==> config.mk <==
export PLATFORM = sky130hd
export DESIGN_NAME = wd_input_cond
export DESIGN_NICKNAME = d
export VERILOG_FILES = /design/src/rtl/wd_input_cond.sv
export SDC_FILE = /design/constraint.sdc
export NUM_CORES = 1
export LEC_CHECK = 0
export BUFFER_PORTS_ARGS = -buffer_cell sky130_fd_sc_hd__buf_2
export CAP_MARGIN = 20
export CORE_ASPECT_RATIO = 2
export CORE_MARGIN = 8
export CORE_UTILIZATION = 40
export DETAILED_ROUTE_END_ITERATION = 8
export SLEW_MARGIN = 20
export SYNTH_ARGS = -nofsm -noshare
export SYNTH_HDL_FRONTEND = slang
export SYNTH_SLANG_ARGS = --single-unit
==> constraint.sdc <==
create_clock -name clk -period 4.5 [get_ports clk]
set_clock_uncertainty 0.05 [all_clocks]
set_input_delay 0.225 -clock clk [delete_from_list [all_inputs] [get_ports clk]]
set_output_delay 0.225 -clock clk [all_outputs]
set_load 0.05 [all_outputs]
==> src/rtl/wd_input_cond.sv <==
`timescale 1ns/1ps
module wd_input_cond #(
  parameter int SYNC_STAGES = 2,
  parameter int TRG_DEB     = 3,
  parameter int WUP_DEB     = 112,
  parameter int TRG_LOW_MAX = 45
) (
  input  logic clk,
  input  logic rst,
  input  logic trg_pin,
  input  logic mode_pin,
  input  logic wake_pin,
  output logic trg_lvl,
  output logic mode_lvl,
  output logic trg_accept,
  output logic trg_err,
  output logic wake_edge
);
  localparam int CW = $clog2((WUP_DEB > TRG_DEB ? WUP_DEB : TRG_DEB) + 1);
  localparam int LW = $clog2(TRG_LOW_MAX + 2);

  logic [2:0] pins, lvl;
  logic       trg_chg, wake_chg, wake_lvl;
  logic [LW-1:0] low_cnt;

  assign pins = {wake_pin, mode_pin, trg_pin};

  for (genvar i = 0; i < 3; i++) begin : g_ch
    localparam int   DEB  = (i == 2) ? WUP_DEB : TRG_DEB;
    localparam logic IDLE = (i == 2) ? 1'b0 : 1'b1;
    logic [SYNC_STAGES-1:0] sh;
    logic [CW-1:0]          cnt;
    logic                   lvl_q, upd;

    assign upd    = (sh[SYNC_STAGES-1] != lvl_q) && (cnt == CW'(DEB - 1));
    assign lvl[i] = lvl_q;

    always_ff @(posedge clk) begin
      if (rst) begin
        sh    <= {SYNC_STAGES{IDLE}};
        cnt   <= '0;
        lvl_q <= IDLE;
      end else begin
        sh <= {sh[SYNC_STAGES-2:0], pins[i]};
        if (sh[SYNC_STAGES-1] == lvl_q) cnt <= '0;
        else if (upd) begin
          lvl_q <= sh[SYNC_STAGES-1];
          cnt   <= '0;
        end else cnt <= cnt + 1'b1;
      end
    end

    if (i != 1) begin : g_strobe
      logic s;
      always_ff @(posedge clk) begin
        if (rst) s <= 1'b0;
        else     s <= upd;
      end
      if (i == 0) begin : g_t
        assign trg_chg = s;
      end else begin : g_w
        assign wake_chg = s;
      end
    end
  end

  always_ff @(posedge clk) begin
    if (rst) begin
      low_cnt <= '0;
      trg_err <= 1'b0;
    end else begin
      trg_err <= !lvl[0] && (low_cnt == LW'(TRG_LOW_MAX));
      if (lvl[0]) low_cnt <= '0;
      else if (low_cnt != LW'(TRG_LOW_MAX + 1)) low_cnt <= low_cnt + 1'b1;
    end
  end

  assign trg_lvl    = lvl[0];
  assign mode_lvl   = lvl[1];
  assign wake_lvl   = lvl[2];
  assign trg_accept = trg_chg & lvl[0];
  assign wake_edge  = wake_chg;
endmodule

# Word level (Yosys, flattened, before mapping)
# Index checks and enable logic that the tools add are counted.
[totals] regBits=39 inputBits=5 out_inout_bits=5 wordCells=44
[op_classes] addsub=4 n_eq_ne=11 n_bitwise=4 n_reduce_logical=12
[op_table] cell="adder 7 x 1 -> 7 bit (second input constant)" count=3
[op_table] cell="equality test 7 x 2 -> 1 bit (second input constant)" count=2
[op_table] cell="OR reduction 3 bit" count=3
[op_table] cell="equality test 7 bit (second input constant)" count=1
[op_table] cell="adder 6 x 1 -> 6 bit (second input constant)" count=1
[op_table] cell="equality test 6 bit (second input constant)" count=1
[op_table] cell="!= test 6 bit (second input constant)" count=1
[op_table] cell="AND reduction 2 bit" count=3
[op_table] cell="logical AND 1 bit" count=4
[op_table] cell="equality test 1 bit" count=3
[op_table] cell="!= test 1 bit" count=3
[op_table] cell="inverter 1 bit" count=3
[op_table] cell="OR reduction 2 bit" count=1
[op_table] cell="AND 1 bit" count=1
[op_table] cell="logical NOT 1 bit" count=1

# Logic depth before layout (Yosys ltp)
[logic_depth] ltp_word=3 depth_mapped=5 depth_no_buf=5

# Least setup slack after synthesis
# Ideal clock, no wire load.
[synth_timing] kind="reg-to-reg" start="register g_ch[0].cnt[0]" end="register g_ch[0].lvl_q, in the netlist trg_lvl" setup_ns=0.063 arrival_ns=1.496 setup_slack_ns=2.891 stages_incl_launch_ff=6 synth_period_minus_slack_ns=1.609 path_cell_list="dfxtp_1 inv_1 ha_1 or4b_4 or4b_1 nand3_1"
[synth_via] elab_chain_len=3
[synth_lines] item="from (decl)" line="32" source="logic [CW-1:0] cnt;"
[synth_lines] item="from (signal assigned)" line="49" source="end else cnt <= cnt + 1'b1;"
[synth_lines] item="equality test 7 x 2 -> 1 bit" line="35" source="assign upd = (sh[SYNC_STAGES-1] != lvl_q) && (cnt == CW'(DEB - 1));"
[synth_lines] item="logical AND 1 bit" line="35"
[synth_lines] item="AND reduction 2 bit (no source line)"
[synth_lines] item="to (signal assigned)" line="47" source="lvl_q <= sh[SYNC_STAGES-1];"
[synth_lines] item="to (decl)" line="33" source="logic lvl_q, upd;"
# Every way passes these cells.
# A chain may end at the register's enable or synchronous reset.

# Worst setup path in the final report
[layout_timing] start="register g_ch[0].cnt[0]" end="register g_ch[0].cnt[3]"
[layout_via] elab_chain_len=3 elab_cells_between_ends=4 cone_classes="add/sub (1); eq/ne (1); reduce/logical (2)"
[layout_lines] item="parallel branches: the longest is 3 deep, another holds adder 7 x 1 -> 7 bit"
# Several ways; the timed one is not identified.

==> metrics <==
status finished, final reports clean; final instance area roughly 0.0018 mm²; CP max-delay cell o311ai_2; initial core utilization 41.3%; First-pass DRT Iterations 3; yosys warns 0; slew margin rel. 62.8%; FP Rows 32; CTS root buf clkbuf_8; CP startpoint kind register; CTS H-tree lvls 2; Max Cap Viol 0; Setup WS pre-CTS between 2 and 3 ns; Synth Flop Type dfxtp_1; Post-CTS Setup Bufs 0; TritonCTS clock tree done; Syn Nets around 180; Pwr Density 327 mW/mm²; CP Data Arrival Time 1.89 ns; Final Cycle Share between 30% and 40%; Final Max Tran Viols 0; largest area contributor in the synthesized netlist dfxtp_1; vias in the first global route about 1100; leak pwr between 0.6 and 0.7 nW; worst setup path category register to register; routability congestion estimate 0.777; Hold Path Origin mode_pin; crit-path max FO 7; Syn-to-layout area delta 11.7%; RR Startpoint g_ch[0].cnt[0]; share of cells above drive strength 1 ~16%; Worst Setup Slack, final 2.71 ns; Fin. Hold Viols 0; WP data required roughly 4.6 ns; post-synth top area share 49.2%; Slew @ Worst Pin 0.557 ns; ys async rst share 0%; # clock sinks 39; hold crit path type primary input to register; Wirelength per Cell 10.9 µm; RSZ-0062 raised after global routing no; post-cts repair resize count 0; CP bufs+invs 1; largest net degree at the start of global routing 13; met1 Use GR 8.82%; Port-buffer cells 9; DR vias between 1000 and 1500; critical-path cell list inv_1, ha_1, or4b_4, o311ai_2, nor2_1; first-pass GRT wire length 4500 µm; initial antenna violation count 0; post-route antenna net violation count 0; die area 0.00636 mm²; DRC viols 0; 1st-iter DRT viols 17; Die Wd 60.6 µm; via/cell ratio 4.99; syn_area_per_cell 9.56 µm²; met3 usage 3.07%; die height ~110 µm; top-count cell post-synth dfxtp_1; Unique masters post-synth 33; I/O Pins 10; nets roughly 190; GR peak layer met2; Worst Setup End Kind register; final setup fails 0; n_diodes 0; grt total ovfl 0; clock latency on the worst-skew pair about 0.28 ns; synthesis-stage register bit count 39; top cells by area, synth dfxtp_1 49%, ha_1 6.3%, xor2_1 5.0%; Mapped Area 0.00159 mm²; Worst VDD drop 0.000243 V; slowest stage delay, CP 0.50 ns; hpwl dp 1910 µm; core area 0.00384 mm²; total CTS buffers 5; post-layout min period 1.79 ns; EDFF count, synth 0; Crit path max-delay family simple AND/OR/NAND/NOR gates; synth cell count leaders 39 x dfxtp_1, 15 x nor2_1, 11 x a21oi_1, 11 x nand2_1, 10 x nand3_1; Clock Tree Buf Depth 2; met2 usage 15.3%; Max Freq 560 MHz; Worst-path clk slew about 0.070 ns; Placed Area about 0.0017 mm²; CTS Hold Buffers Added 0; WL final 2530 µm; sequential area share after synthesis around 49%; critical path startpoint g_ch[0].cnt[0]; Gate Count Post-Synth roughly 170; setup TNS 0 ns; Total GRT Usage under 10%
## kinds of logic after synthesis
logic type / Yosys count / synth area share (%)
AOI/OAI and AO/OA: 25 / 9.93
xor gates and xnor gates: 14 / 7.72
buffers and inverters: 11 / 2.60
adders and majority gates: 8 / 6.30
muxes: 2 / 1.26
DFF: 39 / 49.2
and+or+nand+nor: 67 / 23.0
## layer usage
metal	routed length (µm)	vias to the layer above	share of wire [%]
li1	-	596	-
met1	1050	539	41
met2	1290	15	51
met3	108	7	4.3
met4	75	0	3.0
met5	0	-	0
## layout make-up
cell class | count | area, µm²
Multi-Input combinational cell | 116 | 766
Clock buffer | 5 | 68.8
Tap cell | 51 | 63.8
Clock inverter | 3 | 15.0
Fill cell | 398 | 2070
Sequential cell | 39 | 781
Timing Repair Buffer | 9 | 45.0
Inverter | 9 | 33.8
## placed cells by master, fill, tap and decap left out, types with 3 or more instances in the layout
cell type	n
clkinv_2	3
ha_1	8
nand2_1	11
xnor2_1	5
nor2b_1	3
or3_1	6
a21oi_1	11
nor2_1	15
nand3_1	10
inv_1	9
buf_2	9
dfxtp_1	39
xor2_1	9
clkbuf_8	5
or2_2	7
o21ai_0	8
## metrics by stage
stage	std cells	total power, mW	utilization, %	hold slack, ns
after global placement	224	0.369	43.9	0.343
after detailed placement	224	0.370	43.9	0.348
after floorplan	166	0.365	-	0.247
after CTS	232	0.592	46.1	0.0588
final	232	0.580	46.1	0.0705
after global routing	232	0.609	46.1	0.0603
## sequential cells by signal, indices dropped and copies added (netlist names)
signal and count:
wake_edge 1, mode_lvl 1, g_ch.sh 6, trg_lvl 1, low_cnt 6, g_ch.g_strobe.s 1, g_ch.lvl_q 1, trg_err 1
g_ch.cnt 21
## power by group
part | switching [mW] | internal [mW] | total, mW
logic | 0.00634 | 0.00504 | 0.0114
registers | 0.00174 | 0.348 | 0.350
clock network | 0.113 | 0.106 | 0.219
## final timing paths
path                                  endpoint  slack, ns  cells after the start
worst max-delay path            g_ch[0].cnt[3]       2.71                      5
worst min-delay path             g_ch[1].sh[0]       0.07                      2
worst max register to register  g_ch[0].cnt[3]       2.71                      5
worst min register to register   g_ch[0].sh[1]       0.36                      1
(Power assumes the default switching activity.)
